File: config.mk
export PLATFORM = sky130hd
export DESIGN_NAME = lfsr_step_counter
export DESIGN_NICKNAME = d
export VERILOG_FILES = /design/src/rtl/lfsr_step_pkg.sv /design/src/rtl/lfsr_step_ctrl.sv /design/src/rtl/lfsr_step_dp.sv /design/src/rtl/lfsr_step_counter.sv
export SDC_FILE = /design/constraint.sdc
export NUM_CORES = 1
export LEC_CHECK = 0
export BUFFER_PORTS_ARGS = -buffer_cell sky130_fd_sc_hd__buf_2
export CAP_MARGIN = 30
export CORE_MARGIN = 4
export CORE_UTILIZATION = 42
export CTS_CLUSTER_SIZE = 14
export DETAILED_ROUTE_END_ITERATION = 8
export PLACE_DENSITY = 0.85
export SETUP_SLACK_MARGIN = 0.05
export SKIP_CTS_REPAIR_TIMING = 1
export SLEW_MARGIN = 20
export SYNTH_ARGS = -nofsm -noshare
export SYNTH_HDL_FRONTEND = slang
export SYNTH_SLANG_ARGS = --single-unit
File: constraint.sdc
create_clock -name clk -period 1 [get_ports clk]
set_input_delay 0.1 -clock clk [delete_from_list [all_inputs] [get_ports clk]]
set_output_delay 0.1 -clock clk [all_outputs]
set_load 0.02 [all_outputs]
File: src/rtl/lfsr_step_pkg.sv
package lfsr_step_pkg;

  // Strobes passed from control to datapath; at most one is high per cycle.
  typedef struct packed {
    logic doLoad;
    logic stepFwd;
    logic stepRev;
  } stepStrobes_t;

endpackage

File: src/rtl/lfsr_step_ctrl.sv
module lfsr_step_ctrl
  import lfsr_step_pkg::*;
(
  input  logic         clk,
  input  logic         rstN,
  input  logic         enable,
  input  logic         dirDown,
  input  logic         loadEn,
  output stepStrobes_t strobes
);

  always_comb begin
    strobes         = '0;
    strobes.doLoad  = loadEn;
    strobes.stepFwd = !loadEn && enable && !dirDown;
    strobes.stepRev = !loadEn && enable && dirDown;
  end

  // load and stepping never go to the datapath together
  a_r6_one_strobe: assert property (@(posedge clk) disable iff (!rstN)
    $onehot0({strobes.doLoad, strobes.stepFwd, strobes.stepRev}));

endmodule

File: src/rtl/lfsr_step_dp.sv
module lfsr_step_dp
  import lfsr_step_pkg::*;
#(
  parameter int          WIDTH = 15,
  parameter int          TAP   = 13,
  parameter logic [14:0] SEED  = 15'h0001
)(
  input  logic             clk,
  input  logic             rstN,
  input  stepStrobes_t     strobes,
  input  logic [WIDTH-1:0] loadVal,
  input  logic [WIDTH-1:0] cmpVal,
  output logic [WIDTH-1:0] state,
  output logic             match
);

  localparam int MSB = WIDTH - 1;
  localparam logic [WIDTH-1:0] SEED_W = SEED[WIDTH-1:0];

  // Forward: shift toward MSB, feedback from MSB and TAP into bit 0.
  function automatic logic [WIDTH-1:0] fwdOf(input logic [WIDTH-1:0] s);
    return {s[MSB-1:0], s[MSB] ^ s[TAP]};
  endfunction

  // Reverse: shift toward LSB, rebuild the lost MSB from bit 0 and old MSB
  // (old MSB was the old TAP+1 bit before the forward shift).
  function automatic logic [WIDTH-1:0] revOf(input logic [WIDTH-1:0] s);
    return {s[0] ^ s[TAP+1], s[MSB:1]};
  endfunction

  logic [WIDTH-1:0] nextState;
  logic [WIDTH-1:0] loadSafe;

  assign loadSafe = (loadVal == '0) ? SEED_W : loadVal;

  always_comb begin
    nextState = state;
    if (strobes.doLoad)       nextState = loadSafe;
    else if (strobes.stepFwd) nextState = fwdOf(state);
    else if (strobes.stepRev) nextState = revOf(state);
  end

  always_ff @(posedge clk or negedge rstN) begin
    if (!rstN) state <= SEED_W;
    else       state <= nextState;
  end

  assign match = (state == cmpVal);

  // the register never reaches the lock-up state
  a_r9_never_zero: assert property (@(posedge clk) disable iff (!rstN)
    state != '0);

  // no strobe means the state is held
  a_r5_hold: assert property (@(posedge clk) disable iff (!rstN)
    !(strobes.doLoad || strobes.stepFwd || strobes.stepRev) |=> $stable(state));

  // a nonzero load appears unchanged one cycle later
  a_r6_load: assert property (@(posedge clk) disable iff (!rstN)
    (strobes.doLoad && loadVal != '0) |=> state == $past(loadVal));

  // backward step undoes forward step for the live state
  always_comb begin
    if (rstN) a_r4_round_trip: assert (revOf(fwdOf(state)) == state);
  end

endmodule

File: src/rtl/lfsr_step_counter.sv
module lfsr_step_counter
  import lfsr_step_pkg::*;
#(
  parameter int          WIDTH = 15,
  parameter int          TAP   = 13,
  parameter logic [14:0] SEED  = 15'h0001
)(
  input  logic             clk,
  input  logic             rstN,
  input  logic             enable,
  input  logic             dirDown,
  input  logic             loadEn,
  input  logic [WIDTH-1:0] loadVal,
  input  logic [WIDTH-1:0] cmpVal,
  output logic [WIDTH-1:0] state,
  output logic             match
);

  stepStrobes_t strobes;

  lfsr_step_ctrl uCtrl (
    .clk     (clk),
    .rstN    (rstN),
    .enable  (enable),
    .dirDown (dirDown),
    .loadEn  (loadEn),
    .strobes (strobes)
  );

  lfsr_step_dp #(
    .WIDTH (WIDTH),
    .TAP   (TAP),
    .SEED  (SEED)
  ) uDp (
    .clk     (clk),
    .rstN    (rstN),
    .strobes (strobes),
    .loadVal (loadVal),
    .cmpVal  (cmpVal),
    .state   (state),
    .match   (match)
  );

endmodule

* Word level (Yosys, flattened, before mapping) *
Index checks and enable logic that the tools add are counted.

cells by class
  equality and inequality tests = 1
  multiplexer cells = 4
  bitwise gates (word level) = 2
  reductions and logical operators = 7

operators by type and width
  operator           number
  $mux 15            4
  $eq 15x15->1       1
  $logic_not 15->1   1
  $logic_and 1x1->1  3
  $reduce_bool 3->1  1
  $logic_not 1->1    2
  $xor 1x1->1        2

storage, ports and cells
  bits in registers = 15
  output and inout port bits = 16
  word-level logic and storage cells = 15

* Depth between registers and ports, before layout *
  depth in word-level cells = 6
  mapped depth = 5
  mapped depth without buffers = 3

* Modules after synthesis *
Synthesis repeated with hierarchy kept, for this count alone.

unflattened totals
  cell total of the unflattened synthesis = 129
  area, all modules = 1,103.6 um2

modules (own cells, without submodules)
  module          times used  cells each  area each (um2)  seq. area each (um2)
  lfsr_step_dp    1           126         1,074.8          376.6
  lfsr_step_ctrl  1           3           28.8             0.0

* Least setup slack after synthesis *
Ideal clock, no wire load.

  kind = register to output
  from = register uDp.state[14]
  to = output port match
  arrival = 1,509 ps
  data required time = 900 ps
  setup slack = -609 ps
  cell stages (with the launch flop) = 4
  path buffers = 0
  path through = dfrtp_1 -> xnor2_1 -> nand4_1 -> nor4_1

on the way
  longest elaborated chain between the ends = 1

RTL lines
  what                      line                     RTL
  start: declaration        lfsr_step_dp.sv:13       output logic [WIDTH-1:0] state,
  start signal: assignment  lfsr_step_dp.sv:45       else state <= nextState;
  $eq 15x15->1              lfsr_step_dp.sv:48       assign match = (state == cmpVal);
  end: declaration          lfsr_step_counter.sv:16  output logic match

No other way between the ends.

* Worst setup path after layout *
  from = register uDp.state[1]
  to = output port match

Same word-level chain as after synthesis.

==> qor.yml <==
clockBufferDepth: 2
grt_pass1_wl_mm: 5.24
synth-adder-area-share_pct: 0
synthXorXnorAreaFrac_pct: 12.7
seq_power_share_pct: 34.4
dp.final_hpwl_mm: 2.78
antenna-diode-count: 0
regMostFlops: "uDp.state"
hp-class: "input port to flop"
cts_root_buf: "clkbuf_4"
critical_path_arrival_ns: 1.53
start_util_pct: 44.4
holdPathStages: 2
synth_fp_nets: 149
seq_area_frac_synth_pct: 34.2
final_cell_mix: "buf_2 (34), buf_6 (30), xnor2_1 (14), dfrtp_2 (14), a21o_1 (13)"
finalClockSkew_ns: 0.00945
drive_above_1_share_pct: 60.5
coreArea_um2: 2480
critical_path.startpoint: "uDp.state[1]$_DFFE_PN0P_"
r2r_cells: 5
endpoint_kind: "output pin"
clk_pin_slew_ns: 0.10
clk_latency_ns: 0.30
p_int_mw: 1.39
tritoncts.num_buffers: 3
port_buffers: 50
setup_viol: 31
finish.utilization_pct: 75.3
synth-compound-area-share_pct: 21.2
startpoint_type: "flop"
place_congestion: 0.847
cp_max_fo: 2
drtIter0Drc: 60
switching_share_pct: 36.0
finalWirelength_mm: 4.11
cp_cell_sequence: "xnor2_1, nand4_1, nor4_4, buf_4"
violations: "negative setup slack"
synthCells: 114
post-route-period-util_pct: 163
overflow: 0
largest_reg_flops: 15
max_freq_mhz: 615
rr_endpoint: "uDp.state[0]$_DFFE_PN1P_"
synthToLayoutAreaGrowth_pct: 69.5
rrSetupSlack_ns: -0.22
tritoncts: "built"
grt_max_degree: 18
synth_simple_gate_area_share_pct: 14.0
antenna_found_initial: 0
cts.sinks: 15
timing.final.ws_setup_ns: -0.627
yosysWarningCount: 0
first_pass_iters: 4
fin_crit_ns: 1.63
final_cells: 215
status: "complete, but fails checks"
grtUsageTotal_pct: 20.2
die-area_um2: 3500
syn_area_per_cell_um2: 9.65
rows: 18
drv_slew: 0
dpl_cell_area_um2: 1550
worstMarginPinSlew_ns: 0.352
required_ns: 0.90
wire_per_inst_um: 19.1
die_w_um: 59.2
fin_hold_ws_ns: 0.0193
synth-seq-cells: 15
rsz0062_at_grt: "true"
antenna_left: 0
critPathMaxStageDelay_ns: 0.44
worstHoldStart: "loadVal[4]"
max-vdd-ir-drop_mv: 0.864
min_to: "uDp.state[4]$_DFFE_PN0P_"
p_per_area_nw_per_um2: 1170
fin_nets: 221
drc_errors: 0
p_leak_nw: 0.878
pwr-share-clk_pct: 17.0
hold_viol_final: 0
slew_headroom_pct: 76.2
stdcell_area_um2: 1860
cap_violations: 0
worstSetupPathType: "flop to output pin"
cp_slowest_cell: "dfrtp_2"
p_switching_uw: 785
syn_area_um2: 1100
r2r_start: "uDp.state[1]$_DFFE_PN0P_"
vias: 1222
die_h_um: 59.2
grt_pass1_vias: 1119
synth.area.mux_share_pct: 11.8
drt-vias-per-instance: 5.68
finalPower_mw: 2.18
cts_max_level: 1
synth_cell_type_count: 27
dp.cells: 207
p_comb_share_pct: 48.6
layout_commonest_cell: "buf_2"
reg.largest.list: "uDp.state x15"
synth_top_family_by_area: "compound AO/OA/AOI/OAI gates"
io_pins: 51
power groups by stage:
stage | Combinational (mW) | Clock, mW | Sequential, mW
after detailed placement | 0.793 | 0 | 0.747
final | 1.06 | 0.370 | 0.751
after floorplan | 0.322 | 0 | 0.863
after global placement | 0.769 | 0 | 0.739
after global routing | 1.12 | 0.396 | 0.755
after CTS | 0.797 | 0.375 | 0.735
logic make-up after synthesis:
kind of cell / count (synthesis)
compound gates: 31
simple gates: 30
xor+xnor: 16
flops: 15
mux: 13
buf+inv: 9
Yosys cell counts, drive strengths merged:
cell type / n / share of area (%)
o211ai: 1 / 0.68
dfrtp: 14 / 32
nand3: 2 / 0.91
and3: 1 / 0.68
xnor2: 15 / 12
inv: 1 / 0.34
a21o: 13 / 8.9
xor2: 1 / 0.80
a32oi: 1 / 0.80
dfstp: 1 / 2.4
nor4: 4 / 2.3
nand2: 2 / 0.68
o221ai: 1 / 0.80
mux2i: 13 / 12
a211oi: 14 / 9.6
nand4: 4 / 2.3
and2b: 1 / 0.80
nor2b: 1 / 0.57
nor4b: 1 / 0.80
clkbuf: 3 / 1.0
buf: 5 / 4.7
nand2b: 1 / 0.57
o21ai: 1 / 0.45
nor2: 13 / 4.4
critical path: cells and delay by family (launching register included):
family,cells,cell delay [ns]
AND/OR/NAND/NOR,2,0.45
flip-flops,1,0.44
XOR/XNOR,1,0.17
buffers and inverters,1,0.17
worst max path at each step:
| stage | slack [ns] | to | depth (start not counted) |
|---|---|---|---|
| 5_1_grt | -0.69 | match | 4 |
| 6_report | -0.63 | match | 4 |
| 4_1_cts | -0.65 | match | 4 |
| 3_3_place_gp | -0.28 | match | 4 |
| 2_1_floorplan | -0.31 | match | 3 |
| 3_5_place_dp | -0.32 | match | 4 |
metrics by stage:
stage | setup WS, ns | TNS (ns)
2_1_floorplan | -0.306 | -0.382
3_3_place_gp | -0.275 | -0.697
3_5_place_dp | -0.316 | -1.19
4_1_cts | -0.648 | -3.78
5_1_grt | -0.692 | -5.25
6_report | -0.627 | -4.28
routing by layer:
metal  vias to the layer above  routed length [µm]  track usage (%)
li1                        566                   -                -
met1                       600                1580             24.0
met2                        50                2230             37.1
met3                         6                 230             2.18
met4                         0                  70             7.12
met5                         -                   0                0
area by class of cell:
| cell class | count | area [µm²] |
|---|---|---|
| Inverter | 1 | 3.75 |
| Clock buffer | 3 | 22.5 |
| Sequential cell | 15 | 394 |
| Clock inverter | 1 | 5.00 |
| Multi-Input combinational cell | 90 | 771 |
| Tap cell | 30 | 37.5 |
| Timing Repair Buffer | 75 | 631 |
| Fill cell | 133 | 613 |
No activity file was read; power rests on OpenSTA's default activity.
